### config.mk
export PLATFORM = sky130hd
export DESIGN_NAME = icnt_trigger
export DESIGN_NICKNAME = d
export VERILOG_FILES = /design/src/rtl/icnt_pkg.sv /design/src/rtl/icnt_cfg_reg.sv /design/src/rtl/icnt_counter.sv /design/src/rtl/icnt_action.sv /design/src/rtl/icnt_trigger.sv
export SDC_FILE = /design/constraint.sdc
export NUM_CORES = 1
export LEC_CHECK = 0
export BUFFER_PORTS_ARGS = -buffer_cell sky130_fd_sc_hd__clkbuf_2
export CORE_UTILIZATION = 49
export CTS_BUF_LIST = sky130_fd_sc_hd__clkbuf_4 sky130_fd_sc_hd__clkbuf_8 sky130_fd_sc_hd__clkbuf_16
export CTS_CLUSTER_DIAMETER = 200
export CTS_CLUSTER_SIZE = 12
export DETAILED_ROUTE_END_ITERATION = 16
export GPL_ROUTABILITY_DRIVEN = 0
export PLACE_DENSITY = 0.95
export SYNTH_ARGS = -nofsm -noshare
export SYNTH_HDL_FRONTEND = slang
export SYNTH_SLANG_ARGS = --single-unit
### constraint.sdc
create_clock -name clk_i -period 6.7 [get_ports clk_i]
set_input_delay 1.34 -clock clk_i [delete_from_list [all_inputs] [get_ports clk_i]]
set_output_delay 1.34 -clock clk_i [all_outputs]
set_load 0.02 [all_outputs]
### src/rtl/icnt_pkg.sv
package icnt_pkg;
   typedef enum logic [1:0] {
      PRIV_U = 2'd0,
      PRIV_S = 2'd1,
      PRIV_H = 2'd2,
      PRIV_M = 2'd3
   } priv_e;

   localparam int ACT_W    = 6;
   localparam int EN_LSB   = 6;
   localparam int CNT_LSB  = 10;
   localparam int N_PRIV   = 4;

   localparam logic [ACT_W-1:0] ACT_BRK   = 6'd0;
   localparam logic [ACT_W-1:0] ACT_DBG   = 6'd1;
   localparam logic [ACT_W-1:0] ACT_TRACE = 6'd2;

   typedef struct packed {
      logic brk;
      logic dbg;
      logic trace;
   } req_t;
endpackage

### src/rtl/icnt_cfg_reg.sv
module icnt_cfg_reg
   import icnt_pkg::*;
#(
   parameter int XLEN  = 32,
   parameter int CNT_W = 14
) (
   input  logic                    clk_i,
   input  logic                    rst_ni,
   input  logic                    wr_en_i,
   input  logic [XLEN-1:0]         wr_data_i,
   input  logic                    dbg_mode_i,
   output logic                    load_o,
   output logic [CNT_W-1:0]        load_cnt_o,
   output logic [N_PRIV-1:0]       en_o,
   output logic [ACT_W-1:0]        act_o,
   output logic                    hmode_o
);
   localparam int HMODE_BIT = XLEN - 5;

   logic                hmode_q;
   logic [N_PRIV-1:0]   en_q;
   logic [ACT_W-1:0]    act_q;
   logic                wr_ok;
   logic                hmode_nx;
   logic [ACT_W-1:0]    act_nx;
   logic                unused_wr_parity;

   assign unused_wr_parity = ^wr_data_i;

   assign wr_ok    = wr_en_i & (~hmode_q | dbg_mode_i);
   assign hmode_nx = dbg_mode_i ? wr_data_i[HMODE_BIT] : hmode_q;

   always_comb begin
      act_nx = wr_data_i[ACT_W-1:0];
      if (act_nx == ACT_DBG && !hmode_nx) act_nx = ACT_BRK;
   end

   always_ff @(posedge clk_i or negedge rst_ni) begin
      if (!rst_ni) begin
         hmode_q <= 1'b0;
         en_q    <= '0;
         act_q   <= '0;
      end else if (wr_ok) begin
         hmode_q <= hmode_nx;
         en_q    <= wr_data_i[EN_LSB +: N_PRIV];
         act_q   <= act_nx;
      end
   end

   assign load_o     = wr_ok;
   assign load_cnt_o = wr_data_i[CNT_LSB +: CNT_W];
   assign en_o       = en_q;
   assign act_o      = act_q;
   assign hmode_o    = hmode_q;

   assert_locked_write_R9: assert property (@(posedge clk_i) disable iff (!rst_ni)
      (wr_en_i && hmode_q && !dbg_mode_i) |=> ($stable(act_q) && $stable(en_q) && $stable(hmode_q)));

   assert_dbg_act_needs_hmode_R8: assert property (@(posedge clk_i) disable iff (!rst_ni)
      (act_q == ACT_DBG) |-> hmode_q);

   assert_hmode_set_in_dbg_R10: assert property (@(posedge clk_i) disable iff (!rst_ni)
      $rose(hmode_q) |-> $past(dbg_mode_i));
endmodule

### src/rtl/icnt_counter.sv
module icnt_counter #(
   parameter int CNT_W = 14
) (
   input  logic             clk_i,
   input  logic             rst_ni,
   input  logic             load_i,
   input  logic [CNT_W-1:0] load_val_i,
   input  logic             step_i,
   output logic [CNT_W-1:0] cnt_o,
   output logic             fire_o
);
   logic [CNT_W-1:0] cnt_q;
   logic             nonzero;

   assign nonzero = |cnt_q;

   always_ff @(posedge clk_i or negedge rst_ni) begin
      if (!rst_ni)                cnt_q <= '0;
      else if (load_i)            cnt_q <= load_val_i;
      else if (step_i && nonzero) cnt_q <= cnt_q - CNT_W'(1);
   end

   assign fire_o = step_i && !load_i && (cnt_q == CNT_W'(1));
   assign cnt_o  = cnt_q;

   assert_zero_hold_R7: assert property (@(posedge clk_i) disable iff (!rst_ni)
      (cnt_q == '0 && !load_i) |=> (cnt_q == '0));

   assert_idle_hold_R3: assert property (@(posedge clk_i) disable iff (!rst_ni)
      (!step_i && !load_i) |=> $stable(cnt_q));

   assert_load_wins_R11: assert property (@(posedge clk_i) disable iff (!rst_ni)
      load_i |-> !fire_o);
endmodule

### src/rtl/icnt_action.sv
module icnt_action
   import icnt_pkg::*;
#(
   parameter bit REG_OUT = 1'b1
) (
   input  logic             clk_i,
   input  logic             rst_ni,
   input  logic             fire_i,
   input  logic [ACT_W-1:0] act_i,
   output req_t             req_o
);
   req_t dec;

   always_comb begin
      dec = '0;
      if (fire_i) begin
         dec.brk   = (act_i == ACT_BRK);
         dec.dbg   = (act_i == ACT_DBG);
         dec.trace = (act_i == ACT_TRACE);
      end
   end

   generate
      if (REG_OUT) begin : g_reg
         req_t req_q;
         always_ff @(posedge clk_i or negedge rst_ni) begin
            if (!rst_ni) req_q <= '0;
            else         req_q <= dec;
         end
         assign req_o = req_q;
      end else begin : g_comb
         assign req_o = dec;
      end
   endgenerate

   assert_one_req_R6: assert property (@(posedge clk_i) disable iff (!rst_ni)
      $onehot0(req_o));
endmodule

### src/rtl/icnt_trigger.sv
module icnt_trigger
   import icnt_pkg::*;
#(
   parameter int XLEN    = 32,
   parameter int CNT_W   = 14,
   parameter bit REG_OUT = 1'b1
) (
   input  logic            clk_i,
   input  logic            rst_ni,
   input  logic            retire_i,
   input  logic            exc_i,
   input  logic [1:0]      priv_i,
   input  logic            dbg_mode_i,
   input  logic            wr_en_i,
   input  logic [XLEN-1:0] wr_data_i,
   output logic [XLEN-1:0] rd_data_o,
   output logic            brk_req_o,
   output logic            dbg_req_o,
   output logic            trace_req_o
);
   localparam int HMODE_BIT = XLEN - 5;

   generate
      if (XLEN != 32 && XLEN != 64) begin : g_bad_xlen
         $error("icnt_trigger: XLEN must be 32 or 64");
      end
      if (CNT_LSB + CNT_W > HMODE_BIT) begin : g_bad_cnt
         $error("icnt_trigger: count field overlaps protect bit");
      end
   endgenerate

   logic              load;
   logic [CNT_W-1:0]  load_cnt;
   logic [N_PRIV-1:0] en;
   logic [ACT_W-1:0]  act;
   logic              hmode;
   logic [CNT_W-1:0]  cnt;
   logic              step;
   logic              fire;
   req_t              req;

   icnt_cfg_reg #(.XLEN(XLEN), .CNT_W(CNT_W)) u_cfg (
      .clk_i      (clk_i),
      .rst_ni     (rst_ni),
      .wr_en_i    (wr_en_i),
      .wr_data_i  (wr_data_i),
      .dbg_mode_i (dbg_mode_i),
      .load_o     (load),
      .load_cnt_o (load_cnt),
      .en_o       (en),
      .act_o      (act),
      .hmode_o    (hmode)
   );

   assign step = (retire_i | exc_i) & en[priv_i] & ~dbg_mode_i;

   icnt_counter #(.CNT_W(CNT_W)) u_cnt (
      .clk_i      (clk_i),
      .rst_ni     (rst_ni),
      .load_i     (load),
      .load_val_i (load_cnt),
      .step_i     (step),
      .cnt_o      (cnt),
      .fire_o     (fire)
   );

   icnt_action #(.REG_OUT(REG_OUT)) u_act (
      .clk_i  (clk_i),
      .rst_ni (rst_ni),
      .fire_i (fire),
      .act_i  (act),
      .req_o  (req)
   );

   always_comb begin
      rd_data_o                       = '0;
      rd_data_o[HMODE_BIT]            = hmode;
      rd_data_o[CNT_LSB +: CNT_W]     = cnt;
      rd_data_o[EN_LSB +: N_PRIV]     = en;
      rd_data_o[ACT_W-1:0]            = act;
   end

   assign brk_req_o   = req.brk;
   assign dbg_req_o   = req.dbg;
   assign trace_req_o = req.trace;

   assert_dbg_freeze_R5: assert property (@(posedge clk_i) disable iff (!rst_ni)
      (dbg_mode_i && !load) |=> $stable(cnt));

   assert_single_pulse_R6: assert property (@(posedge clk_i) disable iff (!rst_ni)
      (brk_req_o || dbg_req_o || trace_req_o) |=> !(brk_req_o || dbg_req_o || trace_req_o));
endmodule

==> out/results.txt, run 1 <==
post-synthesis adder-cell area fraction - 1.59%
antenna cells - 0
Max Clock Skew - 0.0119 ns
Place WS - 3.70 ns
DRC viols - 0
setup ws final - 4.02 ns
Port-buffer cells - 60
most frequent cells in the layout - clkbuf_2, nand2_1, dfrtp_1
crit path max fanout - 33
post-synthesis cell count - 176
mean post-synth cell area - 8.96 µm²
number of synthesized flops with an enable pin - 0
initial antenna violation count - 0
min Tclk post-route - 2.68 ns
Final Net Count - 272
Total GRT Usage - 23.3%
Synthesis Warnings - 0
synth unique cells - 38
largest family of logic cells by synthesized area - simple AND/OR/NAND/NOR gates
Post-Syn Area - 1580 µm²
# IOs - 75
clock buffer depth - 2
static leakage - 0.889 nW
PD cells - 245 nW/µm²
Final Hold Fails - 0
Initial Util - 51.6%
CTS tree - yes
Worst-Margin Slew - 1.03 ns
Iter 0 DRT Violations - 96
Detailed Routing Iterations Pass 1 - 4
RSZ-0062 raised after global routing - false
critical path arrival - 2.91 ns
Setup CP Type - primary input to flip-flop
asr flop ratio synth - 100%
final count of negative-setup-slack endpoints - 0
H-tree levels - 1
vias per cell - 5.79
final hold slack - 0.519 ns
gr ovfl total - 0
VDD IR max - 0.0000962 V
Max Freq - 374 MHz
largest net degree at the start of global routing - 34
Synth Area in XOR/XNOR - 0%
DP HPWL - 2790 µm
final worst-path cycle share - 40.0%
vias in the first global route - 1365
DR vias - 1580
Clk Latency, worst-skew pair - 0.33 ns
complex-gate fraction of the synthesized area - 15.5%
Rows - 20
Seq cells post-synth - 28
worst min path class - flip-flop to flip-flop
Post-CTS Setup Inserts - 0
Filler Cell Count - 299
core area - 3050 µm²
CTS Sinks - 28
DIE WIDTH - 58.7 µm
root buffer cell - clkbuf_4
Critical Path Source Type - primary input
die area - 3450 µm²
remaining antenna violation count - 0
first-pass GRT wire length - 6110 µm
FF/Latch Area - 701 µm²
Post-CTS Resized - 0
Die H - 58.7 µm
area grow syn2layout - 21.3%
setup TNS - 0 ns
Critical Path RT - 6.94 ns
post-layout util - 62.6%
total wire length - 3930 µm
final cell count without fillers - 273
relative max-transition margin - 31.4%
layout cell share with drive strength beyond 1 - 31.9%
commonest non-fill, non-tap cell in the layout - clkbuf_2
Simple-Gate Fraction of Synth Area - 29.4%
mux contribution to synthesized area - 2.14%
area taken by multi-input logic gates - 792 µm²
Worst-path clk slew - 0.16 ns
Synth Flop Type - dfrtp_1
Setup crit end kind - flip-flop
TritonCTS buffer count - 3
Seq/Total Area, Yosys - 44.4%
status - complete, no violations
CTS Hold Buffers Added - 0
max-cap violations - 0
dpl cells - 269
Avg WL per Cell - 14.4 µm
Pins Over Slew Limit - 0
==> sequential cells by signal (all words and copies together), names as in the netlist <==
| name | count |
|---|---|
| u_cfg.act_o | 6 |
| u_cnt.cnt_o | 14 |
| u_cfg.hmode_o | 1 |
| u_act.req_o | 3 |
| u_cfg.en_o | 4 |
==> final cells by class <==
type                            count  area share [%]
Clock buffer                        3            1.18
Clock inverter                      1            1.57
Inverter                            3           0.589
Multi-Input combinational cell    134            41.4
Sequential cell                    28            36.6
Tap cell                           44            2.88
Timing Repair Buffer               60            15.7
==> synthesized netlist by cell type, types with 2 or more instances <==
| master | number | share of area [%] |
|---|---|---|
| nand4_1 | 4 | 1.6 |
| nor3b_1 | 3 | 1.4 |
| clkbuf_1 | 8 | 1.9 |
| a2111oi_0 | 3 | 1.7 |
| a32oi_1 | 3 | 1.7 |
| nor2_1 | 9 | 2.1 |
| buf_4 | 8 | 3.8 |
| and2_1 | 2 | 0.79 |
| nor3_1 | 2 | 0.63 |
| nor4_1 | 6 | 2.4 |
| o21ai_0 | 8 | 2.5 |
| dfrtp_1 | 28 | 44 |
| ha_1 | 2 | 1.6 |
| a31oi_1 | 7 | 2.8 |
| or4_4 | 2 | 1.4 |
| o311ai_1 | 2 | 1.1 |
| inv_1 | 3 | 0.71 |
| nand2_1 | 40 | 9.5 |
| o31ai_1 | 2 | 0.95 |
| or2_2 | 2 | 0.79 |
| or4_1 | 7 | 3.3 |
| nand3_1 | 2 | 0.63 |
| o311ai_0 | 4 | 2.2 |
| or3_1 | 5 | 2.0 |
==> metrics by stage <==
| stage | power, mW | area, µm² |
|---|---|---|
| floorplan | 0.308 | 1600 |
| global placement | 0.354 | 1860 |
| detailed placement | 0.359 | 1860 |
| CTS | 0.469 | 1910 |
| global route | 0.494 | 1910 |
| finish | 0.469 | 1910 |
==> metal layers <==
metal | share of wire (%) | wire length (µm) | global-route usage, %
met3 | 5.7 | 223 | 3.52
met4 | 0.92 | 36 | 8.50
met1 | 42 | 1650 | 31.0
met5 | 0 | 0 | 0
met2 | 51 | 2020 | 38.6
==> kinds of logic (layout without fill, tap and decap cells) <==
family	Yosys count	after routing
buffers and inverters	20	67
DFF	28	28
AOI/OAI and AO/OA	34	34
other	1	7
and+or+nand+nor	89	89
adders and majority gates	2	2
muxes	2	2
==> final timing paths <==
check	end	cells past startpoint	slack, ns	from
max	u_cnt.cnt_o[3]	5	4.02	dbg_mode_i
min in group asynchronous	u_cnt.cnt_o[1]	1	1.01	rst_ni
max in group asynchronous	u_cfg.hmode_o	1	5.25	rst_ni
max reg2reg	u_cnt.cnt_o[12]	6	4.34	u_cnt.cnt_o[0]
min reg2reg	u_cfg.en_o[1]	2	0.52	u_cfg.en_o[1]
min	u_cfg.en_o[1]	2	0.52	u_cfg.en_o[1]
==> report_power, final <==
group,internal [mW],switching [mW]
clock network,0.0605,0.0503
logic,0.0486,0.0872
registers,0.192,0.0301
total,0.301,0.168
==> worst max-delay path, stage by stage <==
cell and delay (ns):
clkbuf_2 0.11, nand2b_1 0.22, nand2_1 0.79, o311ai_0 0.28
o311ai_0 0.16
Power figures use the tool's default switching activity.
==> run 2: changes to the inputs <==
ABC_AREA = 1   (was default)
CORE_UTILIZATION = 44   (was 49)
PLACE_DENSITY = 0.89   (was 0.95)
clock period = 2.2 ns   (was 6.7 ns; I/O delays follow)
==> run 2 against run 1 <==
Against the previous run: utilization fell by 7.7 points; routed wire length increased by 6.9%; clock power rose to 3.7 times the previous value; sequential power grew to 3.3 times the previous value; global-route usage down 3.2 points; power grew to 4.1 times the previous value; critical path type is now flip-flop to flip-flop.
==> out/results.txt, run 2 <==
min Tclk post-route - 1.80 ns
TritonCTS buffer count - 3 (unchanged)
final count of negative-setup-slack endpoints - 0 (unchanged)
die area - 4440 µm² (was 3450 µm²)
PD cells - 873 nW/µm² (was 245 nW/µm²)
Worst-Margin Slew - 0.729 ns (was 1.03 ns)
synth unique cells - 28 (was 38)
Post-CTS Resized - 0 (unchanged)
post-layout util - 54.9% (was 62.6%)
most frequent cells in the layout - nand2_1, clkbuf_2, dfrtp_1 (was clkbuf_2, nand2_1, dfrtp_1)
Pins Over Slew Limit - 0 (unchanged)
asr flop ratio synth - 100% (unchanged)
Max Freq - 557 MHz
Synth Flop Type - dfrtp_1 (unchanged)
largest area contributor in the netlist - dfrtp_1 (unchanged)
Max Clock Skew - 0.00711 ns (was 0.0119 ns)
Filler Cell Count - 375 (was 299)
max reg flops - 14 (unchanged)
CP Cell Sequence - inv_1 -> ha_1 -> nand2_4 -> nor2_4 -> nand3_2 -> nand2_4 -> nand2_4 -> nand2_1 -> o21ai_2 (was clkbuf_2 -> nand2b_1 -> nand2_1 -> o311ai_0 -> o311ai_0)
Synth top area share - 38.1% (was 44.4%)
max-cap violations - 0 (unchanged)
Critical Path RT - 2.37 ns (was 6.94 ns)
DRC viols - 0 (unchanged)
gr ovfl total - 0 (unchanged)
first-pass GRT wire length - 6980 µm (was 6110 µm)
total wire length - 4200 µm (was 3930 µm)
r2r startpoint - u_cnt.cnt_o[0] (unchanged)
DP HPWL - 3080 µm (was 2790 µm)
Critical R2R Capture - u_cnt.cnt_o[0] (was u_cnt.cnt_o[12])
relative max-transition margin - 51.4% (was 31.4%)
Total GRT Usage - 20.1% (was 23.3%)
Final Net Count - 361 (was 272)
number of synthesized flops with an enable pin - 0 (unchanged)
H-tree levels - 1 (unchanged)
Seq cells post-synth - 28 (unchanged)
setup TNS - 0 ns (unchanged)
CTS Sinks - 28 (unchanged)
cell with the most instances after synthesis - nand2_1 (unchanged)
VDD IR max - 0.000468 V (was 0.0000962 V)
most used cell, CP - nand2_4 (was o311ai_0)
static leakage - 1.23 nW (was 0.889 nW)
area taken by multi-input logic gates - 967 µm² (was 792 µm²)
Seq/Total Area, Yosys - 38.1% (was 44.4%)
Setup CP Type - flip-flop to flip-flop (was primary input to flip-flop)
final worst-path cycle share - 81.6%
CTS Hold Buffers Added - 0 (unchanged)
worst reg-to-reg setup slack - 0.40 ns (was 4.34 ns)
Detailed Routing Iterations Pass 1 - 4 (unchanged)
DR vias - 1772 (was 1580)
CP max stage cell - dfrtp_1 (was nand2_1)
post-synthesis cell count - 262 (was 176)
Critical Path Source Type - flip-flop (was primary input)
Port-buffer cells - 60 (unchanged)
# IOs - 75 (unchanged)
worst reg2reg path depth - 9 (was 6)
Initial Util - 45.9% (was 51.6%)
CTS tree - yes (unchanged)
Rows - 23 (was 20)
initial antenna violation count - 0 (unchanged)
Clk Latency, worst-skew pair - 0.28 ns (was 0.33 ns)
critical path arrival - 1.97 ns (was 2.91 ns)
Post-Syn Area - 1840 µm² (was 1580 µm²)
largest net degree at the start of global routing - 29 (was 34)
RSZ-0062 raised after global routing - false (unchanged)
Setup crit end kind - flip-flop (unchanged)
crit path max fanout - 21 (was 33)
core area - 4000 µm² (was 3050 µm²)
Final Hold Fails - 0 (unchanged)
Post-CTS Setup Inserts - 0 (unchanged)
layout cell share with drive strength beyond 1 - 30.5% (was 31.9%)
area grow syn2layout - 19.6% (was 21.3%)
Die H - 66.6 µm (was 58.7 µm)
FF/Latch Area - 701 µm² (unchanged)
worst min path class - primary input to asynchronous set/reset pin (was flip-flop to flip-flop)
Post-synth top cells - nand2_1, dfrtp_1, nand3_1, nor2_1, inv_1 (was nand2_1, dfrtp_1, nor2_1)
DIE WIDTH - 66.6 µm (was 58.7 µm)
vias per cell - 4.82 (was 5.79)
commonest non-fill, non-tap cell in the layout - nand2_1 (was clkbuf_2)
vias in the first global route - 1651 (was 1365)
mean post-synth cell area - 7.01 µm² (was 8.96 µm²)
remaining antenna violation count - 0 (unchanged)
status - complete, no violations (unchanged)
antenna cells - 0 (unchanged)
cell family with most CP delay - simple AND/OR/NAND/NOR gates (unchanged)
Avg WL per Cell - 11.4 µm (was 14.4 µm)
stages on the worst setup path - 9 (was 5)
clock buffer depth - 2 (unchanged)
Crit path largest cell delay - 0.44 ns (was 0.79 ns)
root buffer cell - clkbuf_8 (was clkbuf_4)
worst path bufs/invs - 1 (unchanged)
Synthesis Warnings - 0 (unchanged)
Iter 0 DRT Violations - 60 (was 96)
largest cells by area after synthesis - dfrtp_1, nand2_1, nand3_1 (was dfrtp_1, nand2_1, buf_4)
Worst-path clk slew - 0.10 ns (was 0.16 ns)
[run 2: cell types whose count changed after synthesis, sizes merged, moves of 4 or more]
cell    previous run  this run
buf                9        13
nand2             40       113
nor2               9        29
a31oi              7         1
nand4              4         0
or3                5         0
o21ai              8        17
nor4               6         1
inv                3        23
clkbuf             8         2
or4                9         0
nand3              2        23
o311ai             6         0
[run 2: cell type report]
type                            count  area share [%]
Clock buffer                        3            1.88
Multi-Input combinational cell    202            44.0
Clock inverter                      1            1.37
Timing Repair Buffer               61            14.0
Tap cell                           50            2.85
Inverter                           23            3.93
Sequential cell                    28            31.9
[run 2: worst max-delay path by stage]
stage	start	end
2_1_floorplan	u_cnt.cnt_o[0]	u_cnt.cnt_o[2]
3_3_place_gp	u_cnt.cnt_o[0]	u_cnt.cnt_o[0]
3_5_place_dp	u_cnt.cnt_o[0]	u_cnt.cnt_o[0]
4_1_cts	u_cnt.cnt_o[0]	u_cnt.cnt_o[0]
5_1_grt	u_cnt.cnt_o[1]	u_cnt.cnt_o[13]
6_report	u_cnt.cnt_o[0]	u_cnt.cnt_o[0]
[run 2: logic make-up (layout without fill, tap and decap cells)]
group	after synthesis	after routing	synth area share, %
DFF	28	28	38.1
buffers and inverters	38	88	10.4
other	1	7	0.204
and+or+nand+nor	171	171	42.3
AOI/OAI and AO/OA	22	22	7.56
adders and majority gates	2	2	1.36
[run 2: power breakdown]
group          internal, mW  switching (mW)  total, mW
Sequential            0.603           0.124      0.727
Combinational         0.260           0.517      0.777
Clock                 0.244           0.170      0.414
Total                  1.11           0.811       1.92
[run 2: per-layer routing]
layer | track usage, % | vias up | routed length, µm | share of wire [%]
met2 | 37.1 | 51 | 2120 | 51
met3 | 3.25 | 2 | 238 | 5.7
li1 | - | 911 | - | -
met1 | 24.9 | 808 | 1830 | 44
met5 | 0 | - | 0 | 0
met4 | 2.39 | 0 | 4 | 0.095
[run 2: per-stage QoR]
step	instance area (µm²)	instances	setup slack, ns	hold slack (ns)	total power [mW]
global route	2200	368	0.291	0.266	2.05
detailed placement	2120	364	0.427	0.497	1.51
CTS	2200	368	0.402	0.230	1.93
floorplan	1860	268	0.575	0.144	1.30
finish	2200	368	0.404	0.198	1.92
global placement	2120	364	0.476	0.479	1.48
==> run 3: changes to the inputs <==
CORE_UTILIZATION = 48   (was 44)
PLACE_DENSITY = 0.92   (was 0.89)
clock period = 1.8 ns   (was 2.2 ns; I/O delays follow)
==> run 3 against run 2 <==
Against the previous run: routed wire length rose by 0.19%; first-iteration DRC count rose by 35%; clock-buffer cell count did not move; flip-flop and latch count did not move; critical endpoint unchanged; worst hold slack got worse by 0.092 ns; critical path depth did not move; critical path type unchanged; via count rose by 1.0%; register-to-register slack got worse by 0.24 ns; clock skew rose by 0.0013 ns; sequential power rose by 22%; cell count did not move.
==> out/results.txt, run 3 (same netlist as run 2, synthesis figures left out) <==
Total GRT Usage - 22.2% (was 20.1%)
Finished Cell Area - 2230 µm² (was 2200 µm²)
layout cell share with drive strength beyond 1 - 30.9% (was 30.5%)
Post-CTS Setup Inserts - 0 (unchanged)
Setup CP Type - flip-flop to flip-flop (unchanged)
final hold slack - 0.105 ns (was 0.198 ns)
area taken by multi-input logic gates - 976 µm² (was 967 µm²)
Critical Path Source Type - flip-flop (unchanged)
PD cells - 1070 nW/µm² (was 873 nW/µm²)
max reg flops - 14 (unchanged)
Pins Over Slew Limit - 0 (unchanged)
final worst-path cycle share - 90.9% (was 81.6%)
min Tclk post-route - 1.64 ns (was 1.80 ns)
Initial Util - 50.2% (was 45.9%)
total wire length - 4200 µm (about the same)
remaining antenna violation count - 0 (unchanged)
die area - 4080 µm² (was 4440 µm²)
final count of negative-setup-slack endpoints - 0 (unchanged)
Filler Cell Count - 353 (was 375)
DRC viols - 0 (unchanged)
area grow syn2layout - 21.4% (was 19.6%)
Die H - 63.9 µm (was 66.6 µm)
crit path from - u_cnt.cnt_o[1] (was u_cnt.cnt_o[0])
most frequent cells in the layout - nand2_1, clkbuf_2, dfrtp_1 (unchanged)
Rows - 22 (was 23)
Iter 0 DRT Violations - 81 (was 60)
post-layout util - 60.9% (was 54.9%)
H-tree levels - 1 (unchanged)
Power Total - 2.37 mW (was 1.92 mW)
FF/Latch Area - 701 µm² (unchanged)
DP HPWL - 3090 µm (was 3080 µm)
setup ws final - 0.163 ns (was 0.404 ns)
Max Freq - 611 MHz (was 557 MHz)
Setup crit end kind - flip-flop (unchanged)
vias per cell - 4.86 (was 4.82)
largest net degree at the start of global routing - 35 (was 29)
Worst-path clk slew - 0.11 ns (was 0.10 ns)
gr ovfl total - 0 (unchanged)
TritonCTS buffer count - 3 (unchanged)
Worst-Margin Slew - 0.713 ns (was 0.729 ns)
Place WS - 0.137 ns (was 0.427 ns)
relative max-transition margin - 52.4% (was 51.4%)
Critical Path RT - 1.98 ns (was 2.37 ns)
RSZ-0062 raised after global routing - false (unchanged)
Final Net Count - 363 (was 361)
Avg WL per Cell - 11.4 µm (about the same)
DR vias - 1790 (was 1772)
commonest non-fill, non-tap cell in the layout - nand2_1 (unchanged)
Final Hold Fails - 0 (unchanged)
Clk Latency, worst-skew pair - 0.29 ns (was 0.28 ns)
Critical R2R Capture - u_cnt.cnt_o[0] (unchanged)
Post-CTS Resized - 0 (unchanged)
Max Clock Skew - 0.00843 ns (was 0.00711 ns)
Port-buffer cells - 60 (unchanged)
initial antenna violation count - 0 (unchanged)
DIE WIDTH - 63.9 µm (was 66.6 µm)
r2r startpoint - u_cnt.cnt_o[1] (was u_cnt.cnt_o[0])
root buffer cell - clkbuf_8 (unchanged)
status - complete, no violations (unchanged)
# IOs - 75 (unchanged)
worst reg2reg path depth - 9 (unchanged)
VDD IR max - 0.000554 V (was 0.000468 V)
critical path arrival - 1.82 ns (was 1.97 ns)
final cell count without fillers - 368 (unchanged)
crit path max fanout - 21 (unchanged)
static leakage - 1.25 nW (was 1.23 nW)
CTS tree - yes (unchanged)
Detailed Routing Iterations Pass 1 - 4 (unchanged)
CTS Sinks - 28 (unchanged)
first-pass GRT wire length - 7160 µm (was 6980 µm)
core area - 3660 µm² (was 4000 µm²)
CTS Hold Buffers Added - 0 (unchanged)
clock buffer depth - 2 (unchanged)
worst reg-to-reg setup slack - 0.16 ns (was 0.40 ns)
worst min path class - primary input to asynchronous set/reset pin (unchanged)
dpl cells - 364 (unchanged)
max-cap violations - 0 (unchanged)
setup TNS - 0 ns (unchanged)
antenna cells - 0 (unchanged)
vias in the first global route - 1720 (was 1651)
Area after DPL - 2150 µm² (was 2120 µm²)
crit path to - u_cnt.cnt_o[0] (unchanged)
-- run 3: how the worst min path moves through the flow --
stage | slack, ns | from | end | cells past startpoint
final | 0.11 | rst_ni | u_cnt.cnt_o[7] | 1
after global routing | 0.16 | rst_ni | u_act.req_o[1] | 1
after CTS | 0.14 | rst_ni | u_cnt.cnt_o[7] | 1
after detailed placement | 0.44 | rst_ni | u_act.req_o[1] | 1
after global placement | 0.44 | rst_ni | u_cfg.act_o[5] | 1
after floorplan | 0.06 | rst_ni | u_act.req_o[0] | 0
-- run 3: metal layers --
| metal | global-route usage [%] | wire length [µm] |
|---|---|---|
| met1 | 26.3 | 1770 |
| met2 | 40.8 | 2130 |
| met3 | 3.21 | 251 |
| met4 | 6.82 | 54 |
| met5 | 0 | 0 |
-- run 3: power breakdown --
part / leakage (nW) / internal, mW / switching, mW
logic: 0.860 / 0.333 / 0.639
clock network: 0.0357 / 0.298 / 0.219
registers: 0.351 / 0.737 / 0.148
total: 1.25 / 1.37 / 1.01
-- run 3: cell type report --
type                    count  share of cell area, %
well taps                  48                   2.69
inverters                  23                   3.87
clock buffers               3                   1.85
flip-flops and latches     28                   31.4
clock inverters             1                   1.35
multi-input cells         202                   43.8
repair buffers             63                   15.0
-- run 3: critical path: stages (launching register included) --
cell	delay [ns]
dfrtp_1	0.42
inv_1	0.12
ha_1	0.25
nand2_4	0.10
nor2_4	0.14
nand3_2	0.10
nand2_4	0.11
nand2_8	0.13
nand2_1	0.11
o21ai_2	0.05
